## config.mk

```make
export PLATFORM = sky130hd
export DESIGN_NAME = i2c_addr_recog
export DESIGN_NICKNAME = d
export VERILOG_FILES = /design/src/rtl/i2c_ar_pkg.sv /design/src/rtl/i2c_ar_hdr_dec.sv /design/src/rtl/i2c_ar_lo_cmp.sv /design/src/rtl/i2c_addr_recog.sv
export SDC_FILE = /design/constraint.sdc
export NUM_CORES = 1
export LEC_CHECK = 0
export BUFFER_PORTS_ARGS = -buffer_cell sky130_fd_sc_hd__buf_2
export CELL_PAD_IN_SITES_DETAIL_PLACEMENT = 0
export CELL_PAD_IN_SITES_GLOBAL_PLACEMENT = 1
export CORE_MARGIN = 2
export CORE_UTILIZATION = 28
export CTS_CLUSTER_DIAMETER = 30
export DETAILED_ROUTE_END_ITERATION = 8
export PLACE_DENSITY_LB_ADDON = 0.1
export RECOVER_POWER = 25
export SYNTH_ARGS = -nofsm -noshare
export SYNTH_HDL_FRONTEND = slang
export SYNTH_SLANG_ARGS = --single-unit
```

## constraint.sdc

```tcl
create_clock -name clk -period 1.1 [get_ports clk]
set_clock_uncertainty 0.1 [all_clocks]
set_input_delay 0.165 -clock clk [delete_from_list [all_inputs] [get_ports clk]]
set_output_delay 0.165 -clock clk [all_outputs]
set_load 0.01 [all_outputs]
```

## src/rtl/i2c_ar_pkg.sv

```systemverilog
`timescale 1ns/1ps
package i2c_ar_pkg;

    typedef enum logic [0:0] {
        ST_IDLE    = 1'b0,
        ST_WAIT_LO = 1'b1
    } ar_state_e;

    typedef struct packed {
        ar_state_e st;
        logic      match;
        logic      rd;
        logic      gc;
        logic      sb;
    } ar_regs_t;

endpackage

```

## src/rtl/i2c_ar_hdr_dec.sv

```systemverilog
`timescale 1ns/1ps
// Decodes the first byte after START: 7-bit hit, 10-bit header hit,
// general call and START byte.
module i2c_ar_hdr_dec #(
    parameter int BYTE_W = 8,
    parameter int ADDR_W = 10,
    parameter int PFX_W  = BYTE_W - 1 - (ADDR_W - BYTE_W),
    parameter logic [PFX_W-1:0] HDR_PFX = 5'b11110
) (
    input  logic [BYTE_W-1:0]        byte_i,
    input  logic [BYTE_W-2:0]        own7_i,
    input  logic [ADDR_W-BYTE_W-1:0] own_hi_i,
    input  logic                     mode_10b_i,
    input  logic                     gc_en_i,
    output logic                     hit7_o,
    output logic                     hdr10_o,
    output logic                     gc_hit_o,
    output logic                     sb_hit_o
);
    localparam int HI_W = ADDR_W - BYTE_W;

    logic [BYTE_W-2:0] field;
    logic              field_zero;
    logic              gc_any;

    always_comb begin
        field      = byte_i[BYTE_W-1:1];
        field_zero = (field == '0);
        gc_any     = gc_en_i && field_zero;
        gc_hit_o   = gc_any && !byte_i[0];
        sb_hit_o   = gc_any && byte_i[0];
        hit7_o     = !mode_10b_i && !field_zero && (field == own7_i);
        hdr10_o    = mode_10b_i
                     && (byte_i[BYTE_W-1 -: PFX_W] == HDR_PFX)
                     && (byte_i[HI_W:1] == own_hi_i);
    end

endmodule

```

## src/rtl/i2c_ar_lo_cmp.sv

```systemverilog
`timescale 1ns/1ps
// Compares the second byte of a 10-bit address with the low address bits.
module i2c_ar_lo_cmp #(
    parameter int BYTE_W = 8
) (
    input  logic [BYTE_W-1:0] byte_i,
    input  logic [BYTE_W-1:0] own_lo_i,
    output logic              lo_hit_o
);
    always_comb begin
        lo_hit_o = (byte_i == own_lo_i);
    end
endmodule

```

## src/rtl/i2c_addr_recog.sv

```systemverilog
`timescale 1ns/1ps
module i2c_addr_recog
    import i2c_ar_pkg::*;
#(
    parameter int BYTE_W = 8,
    parameter int ADDR_W = 10
) (
    input  logic              clk,
    input  logic              rst_n,
    input  logic              enable,
    input  logic              byte_vld,
    input  logic              first_byte,
    input  logic [BYTE_W-1:0] byte_data,
    input  logic [ADDR_W-1:0] own_addr,
    input  logic              mode_10b,
    input  logic              gc_en,
    output logic              match_pulse,
    output logic              gcall,
    output logic              start_byte,
    output logic              rd_dir
);
    localparam int HI_W = ADDR_W - BYTE_W;

    logic hit7, hdr10, gc_hit, sb_hit, lo_hit;
    logic first_stb;
    ar_regs_t r_d, r_q;

    i2c_ar_hdr_dec #(.BYTE_W(BYTE_W), .ADDR_W(ADDR_W)) u_hdr (
        .byte_i     (byte_data),
        .own7_i     (own_addr[BYTE_W-2:0]),
        .own_hi_i   (own_addr[ADDR_W-1 -: HI_W]),
        .mode_10b_i (mode_10b),
        .gc_en_i    (gc_en),
        .hit7_o     (hit7),
        .hdr10_o    (hdr10),
        .gc_hit_o   (gc_hit),
        .sb_hit_o   (sb_hit)
    );

    i2c_ar_lo_cmp #(.BYTE_W(BYTE_W)) u_lo (
        .byte_i   (byte_data),
        .own_lo_i (own_addr[BYTE_W-1:0]),
        .lo_hit_o (lo_hit)
    );

    assign first_stb = byte_vld && first_byte;

    always_comb begin
        r_d       = r_q;
        r_d.match = 1'b0;
        if (!enable) begin
            r_d = '0;
        end else if (first_stb) begin
            r_d.rd = byte_data[0];
            r_d.gc = gc_hit;
            r_d.sb = sb_hit;
            r_d.st = ST_IDLE;
            if (gc_hit || sb_hit || hit7) begin
                r_d.match = 1'b1;
            end else if (hdr10) begin
                r_d.st = ST_WAIT_LO;
            end
        end else if (byte_vld && (r_q.st == ST_WAIT_LO)) begin
            r_d.st    = ST_IDLE;
            r_d.match = lo_hit;
        end
    end

    always_ff @(posedge clk or negedge rst_n) begin
        if (!rst_n) r_q <= '0;
        else        r_q <= r_d;
    end

    assign match_pulse = r_q.match;
    assign gcall       = r_q.gc;
    assign start_byte  = r_q.sb;
    assign rd_dir      = r_q.rd;

    assert_dir_capture_R1: assert property (@(posedge clk) disable iff (!rst_n)
        (enable && byte_vld && first_byte) |=> (rd_dir == $past(byte_data[0])));

    assert_flags_hold_R2: assert property (@(posedge clk) disable iff (!rst_n)
        (enable && !(byte_vld && first_byte)) |=>
        ($stable(rd_dir) && $stable(gcall) && $stable(start_byte)));

    assert_disable_clear_R3: assert property (@(posedge clk) disable iff (!rst_n)
        !enable |=> (!rd_dir && !gcall && !start_byte && !match_pulse));

    assert_flags_excl_R6: assert property (@(posedge clk) disable iff (!rst_n)
        $countones({gcall, start_byte}) <= 1);

    assert_gc_needs_en_R7: assert property (@(posedge clk) disable iff (!rst_n)
        ($rose(gcall) || $rose(start_byte)) |-> $past(gc_en));

    assert_pulse_single_R10: assert property (@(posedge clk) disable iff (!rst_n)
        match_pulse |=> !match_pulse);

    assert_pulse_after_byte_R10: assert property (@(posedge clk) disable iff (!rst_n)
        $rose(match_pulse) |-> $past(byte_vld));

endmodule

```

==> flow_summary.ini, run 1 <==
[grt]
grt_pass1_vias = 538
grt_pass1_wl_um = 2300
grt_usage_pct = 15.8
antenna_found_initial = 0
grt_max_degree = 7
grt-ovfl-total = 0

[placement]
gp_congestion = 0.763
place_ws_ns = -0.192
post-dp-hpwl_um = 1210
portBuffers = 28

[detailed_routing]
drtAntennaViolNets = 0
drc = 0
vias_per_cell = 4.86
drt_wl_total_um = 1400
post_drt_wl_per_cell_um = 12.1
vias = 564
drt_iter0_markers = 12
dr.pass1.iters = 4

[outcome]
status = finished, final reports clean

[synthesis]
synth_adder_area_share_pct = 0
synthTopCellsByArea = dfrtp_1, xor2_1, a2111oi_4
ys_ff_latch = 5
synth_top_area_share_pct = 26.5
synth_nets = 77
yosys.area_share.simple_pct = 27.5
muxShareOfSynthArea_pct = 2.12
synth_cell_type_count = 19
netlist_area_sq_um = 473
post_synth.cell_area_avg_sq_um = 9.10
yosys_warnings = 0
synth-compound-area-share_pct = 12.7
synth_ff_type = dfrtp_1
async_reset_ff_share_pct = 100
syn_inst = 52
synth-edff-count = 0
synth_xor_area_share_pct = 29.6
synth_top_family_by_area = XOR/XNOR gates
yosys.area.top_type = dfrtp_1
synth_seq_area_share_pct = 26.5

[clock_network]
worstSkewPairLatency_ns = 0.24
cts_max_level = 1
cts_buffers = 3
clk_pin_slew_ns = 0.05
cts_tree = yes
clockBufferDepth = 2
cts_setup_buffers = 0
cts.sinks = 5
cts-root-buf = clkbuf_4

[min_path]
hold_path_class = input port to flop

[cells_and_area]
final.fill_count = 165
area_delta_synth_final_pct = 65.1
layout.nets = 126
antennaDiodeCount = 0
drive_gt1_share_pct = 48.0
finish.utilization_pct = 50.6

[timing]
period_needed_ns = 1.04
hold_viol_final = 0
max_slew_margin_pct = 79.8
tightest_slew_ns = 0.304
fin_hold_ws_ns = 0.123
rsz0062_at_grt = no
setup_viol = 0
max_freq_ghz = 0.963
fin_ws_ns = 0.0612
final_max_slew_viol_count = 0
post-route-period-util_pct = 94.4

[die]
row_count = 14
initial_utilization_pct = 30.7
dieWidth_um = 45.1
die_h_um = 45.1
die_area_sq_mm = 0.00203
io_pins = 29
coreArea_sq_mm = 0.00154

[power]
p_leak_uw = 0.000386
ir_worst_vdd_mv = 0.473
pwr_density_cell_mw_per_mm2 = 771
p_total_uw = 602

[critical_path]
cp-start-kind = input port
arrival_ns = 1.11
setup.worst_path.end_class = flop
crit_fanout = 4
criticalPathCategory = input port to flop
worst_ep_required_time_ns = 1.17

[job]
cap_violations = 0
## synthesized netlist by cell type, drive strengths merged (2+ instances only)
library cell and instances:
nor3 2, nor4 4, dfrtp 5, xnor2 3, nand3 3, a21oi 3, nand4 3, xor2 13
nand2 4, nor2 4
## worst paths after layout
check	startpoint	end	slack (ns)	depth (start not counted)
worst max register to register	r_q[4]$_DFFE_PN0P_	match_pulse$_DFF_PN0_	0.15	4
max in group asynchronous	rst_n	r_q[4]$_DFFE_PN0P_	0.45	2
worst min-delay path	first_byte	rd_dir$_DFFE_PN0P_	0.12	3
worst max-delay path	byte_data[2]	gcall$_DFFE_PN0P_	0.06	6
min in group asynchronous	rst_n	start_byte$_DFFE_PN0P_	0.22	2
worst min register to register	gcall$_DFFE_PN0P_	gcall$_DFFE_PN0P_	0.41	2
## state kept, by name (all words and copies together) (netlist names)
name         cells
match_pulse      1
start_byte       1
rd_dir           1
gcall            1
r_q              1
## logic make-up after synthesis
kind of cell / Yosys count
buffers and inverters: 2
AND/OR/NAND/NOR: 22
AO/OA/AOI/OAI: 6
XOR/XNOR: 16
flip-flops: 5
multiplexers: 1
## worst max-delay path: stages
cell       delay, ns
buf_2           0.13
nor4_2          0.32
buf_4           0.17
nand3_1         0.10
a2bb2oi_1       0.15
nor2_1          0.08
## power by group
part,total [uW],leakage (uW),switching (uW),internal (uW)
sequential,187,0.0000695,0.719,186
clock,212,0.0000150,75.1,137
combinational,203,0.000302,97.0,106
## metrics by stage
stage	TNS (ns)	std cells	area (sq um)
after detailed placement	-0.627	111	746
after floorplan	0	52	473
after CTS	0	116	782
after global routing	0	116	781
final	0	116	781
after global placement	-0.526	111	746
## cells in the final DEF, fill, tap and decap left out
master	Yosys	layout
dfrtp_1	5	5
nand2_1	4	4
a2bb2oi_1	1	1
dlygate4sd3_1	0	1
buf_4	0	15
clkbuf_4	0	3
o221ai_1	1	1
xor2_1	13	13
buf_2	0	27
and4b_1	1	1
nand3_1	3	3
a21oi_1	3	3
clkinv_1	1	1
nand4_1	3	3
nor4_1	2	2
nor4_2	2	2
nor2_1	4	4
a2111oi_4	1	1
xnor2_1	3	3
nor3_1	2	2
mux2i_1	1	1
inv_1	1	1
clkbuf_1	0	2
nand4b_1	1	1
## metal layers
layer  vias up  global-route usage (%)  wire (um)
met5         -                       0          0
met4         0                    5.29          0
met3         0                    2.80        112
met2        24                    26.3        655
met1       252                    20.4        632
li1        288                       -          -
## cell type report
| class | instances | area [sq um] | area share, % |
|---|---|---|---|
| Multi-Input combinational cell | 45 | 340 | 43.6 |
| Tap cell | 16 | 20.0 | 2.56 |
| Sequential cell | 5 | 125 | 16.0 |
| Timing Repair Buffer | 44 | 262 | 33.5 |
| Clock buffer | 4 | 26.3 | 3.37 |
| Inverter | 2 | 7.51 | 0.962 |
## what timing repair did
action	CTS	global route
hold endpoints to repair	5	0
resized for setup	0	0
hold buffers	1	0
(Power assumes the default switching activity.)
==> run 2: changes to the inputs <==
--- a/config.mk
+++ b/config.mk
@@ -12,6 +12,8 @@
 export CORE_UTILIZATION = 28
 export CTS_CLUSTER_DIAMETER = 30
 export DETAILED_ROUTE_END_ITERATION = 8
+export GPL_ROUTABILITY_DRIVEN = 0
+export GPL_TIMING_DRIVEN = 0
 export PLACE_DENSITY_LB_ADDON = 0.1
 export RECOVER_POWER = 25
 export SYNTH_ARGS = -nofsm -noshare
==> flow_summary.ini, run 2 (synthesis gave the netlist of run 1 again) <==
[outcome]
status = finished, final reports clean

[job]
cap_violations = 0

[critical_path]
arrival_ns = 1.11
crit_slowest_cell = nor4_2
setup.worst_path.end_class = flop
r2r_cells = 4
cp-start-kind = input port
crit_chain = buf_2 > xor2_1 > nor4_2 > nand4_1 > o221ai_1
r2r_start = r_q[4]$_DFFE_PN0P_
worst_ep_required_time_ns = 1.14
r2r_slack_ns = 0.13
criticalPathCategory = input port to flop
worstReg2RegEnd = match_pulse$_DFF_PN0_
crit_fanout = 4
cpPeakStageDelay_ns = 0.28

[grt]
grt-ovfl-total = 0
grt_pass1_vias = 460
grt_pass1_wl_um = 2080
antenna_found_initial = 0
grt_max_degree = 8
grt_usage_pct = 14.0

[min_path]
holdPathEnd = rd_dir$_DFFE_PN0P_
min_from = byte_vld
min_delay_path_depth = 3
hold_path_class = input port to flop

[clock_network]
cts_buffers = 3
cts.sinks = 5
worstSkewPairLatency_ns = 0.23
clk_pin_slew_ns = 0.04
clockBufferDepth = 2
cts_setup_buffers = 0
cts-root-buf = clkbuf_4
cts_max_level = 1
cts_tree = yes

[placement]
placed_cells = 96
portBuffers = 28
post-dp-hpwl_um = 1110
placed_area_sq_um = 633

[detailed_routing]
drc = 0
dr.pass1.iters = 3
vias_per_cell = 4.90
post_drt_wl_per_cell_um = 12.8
vias = 495
drt_wl_total_um = 1300
drt_iter0_markers = 3
drtAntennaViolNets = 0

[timing]
rsz0062_at_grt = yes
max_slew_margin_pct = 75.1
post-route-period-util_pct = 96.8
final_max_slew_viol_count = 0
setup_viol = 0
tightest_slew_ns = 0.370
fin_hold_ws_ns = 0.127
period_needed_ns = 1.06
max_freq_ghz = 0.939
hold_viol_final = 0

[die]
coreArea_sq_mm = 0.00154
io_pins = 29
dieWidth_um = 45.1
die_area_sq_mm = 0.00203
die_h_um = 45.1
row_count = 14
initial_utilization_pct = 30.7

[cells_and_area]
final_common_cell = buf_2
layout_common_cells = buf_2, xor2_1, dfrtp_1
drive_gt1_share_pct = 38.8
antennaDiodeCount = 0
final_area_sq_um = 668
fin_cells = 101
finish.utilization_pct = 43.3
area_delta_synth_final_pct = 41.3
layout.nets = 111

[power]
ir_worst_vdd_mv = 0.492
p_leak_uw = 0.000314
pwr_density_cell_mw_per_mm2 = 827
run 2: cell count changes in the layout (fill, tap and decap cells not counted):
cell	change
buf_4	-15
run 2: metal layers:
metal,up-vias,wire length (um),track usage [%]
met5,-,0,0
met4,0,0,5.29
met3,0,83,0
met2,18,632,23.1
met1,221,578,19.5
li1,256,-,-
run 2: power breakdown:
group	leakage, uW	switching, uW	internal [uW]
Clock	0.0000150	66.2	137
Sequential	0.0000695	0.742	186
Combinational	0.000230	88.7	73.6
Total	0.000314	156	397
run 2: worst max path at each step:
stage | startpoint | endpoint | slack [ns] | cells after the start
final | byte_data[2] | match_pulse$_DFF_PN0_ | 0.04 | 5
after floorplan | byte_data[2] | match_pulse$_DFF_PN0_ | 0.06 | 4
after global placement | byte_data[2] | match_pulse$_DFF_PN0_ | -0.24 | 5
after detailed placement | byte_data[2] | match_pulse$_DFF_PN0_ | -0.23 | 5
after CTS | byte_data[2] | match_pulse$_DFF_PN0_ | 0.01 | 5
after global routing | byte_data[2] | gcall$_DFFE_PN0P_ | -0.04 | 5
run 2: per-stage QoR:
stage               power, uW  worst slack, ns  setup TNS [ns]
floorplan                 260           0.0637               0
global placement          351           -0.243          -0.523
detailed placement        351           -0.234          -0.507
CTS                       564           0.0104               0
global route              599          -0.0431         -0.0850
finish                    552           0.0350               0
run 2: final cells by class:
type                            instances  area [sq um]
Timing Repair Buffer                   29           149
Clock buffer                            4          26.3
Sequential cell                         5           125
Tap cell                               16          20.0
Multi-Input combinational cell         45           340
Inverter                                2          7.51
Fill cell                             184           873
run 2: worst max-delay path, delay by kind of cell:
family / cells / cell delay, ns
xor+xnor: 1 / 0.17
buf+inv: 1 / 0.14
simple gates: 2 / 0.41
compound gates: 1 / 0.22
run 2: what timing repair did:
| item | CTS | global route |
|---|---|---|
| hold endpoints to repair | 5 | 0 |
| hold buffers | 1 | 0 |
| setup endpoints to repair | 0 | 2 |
| resized for setup | 0 | 0 |
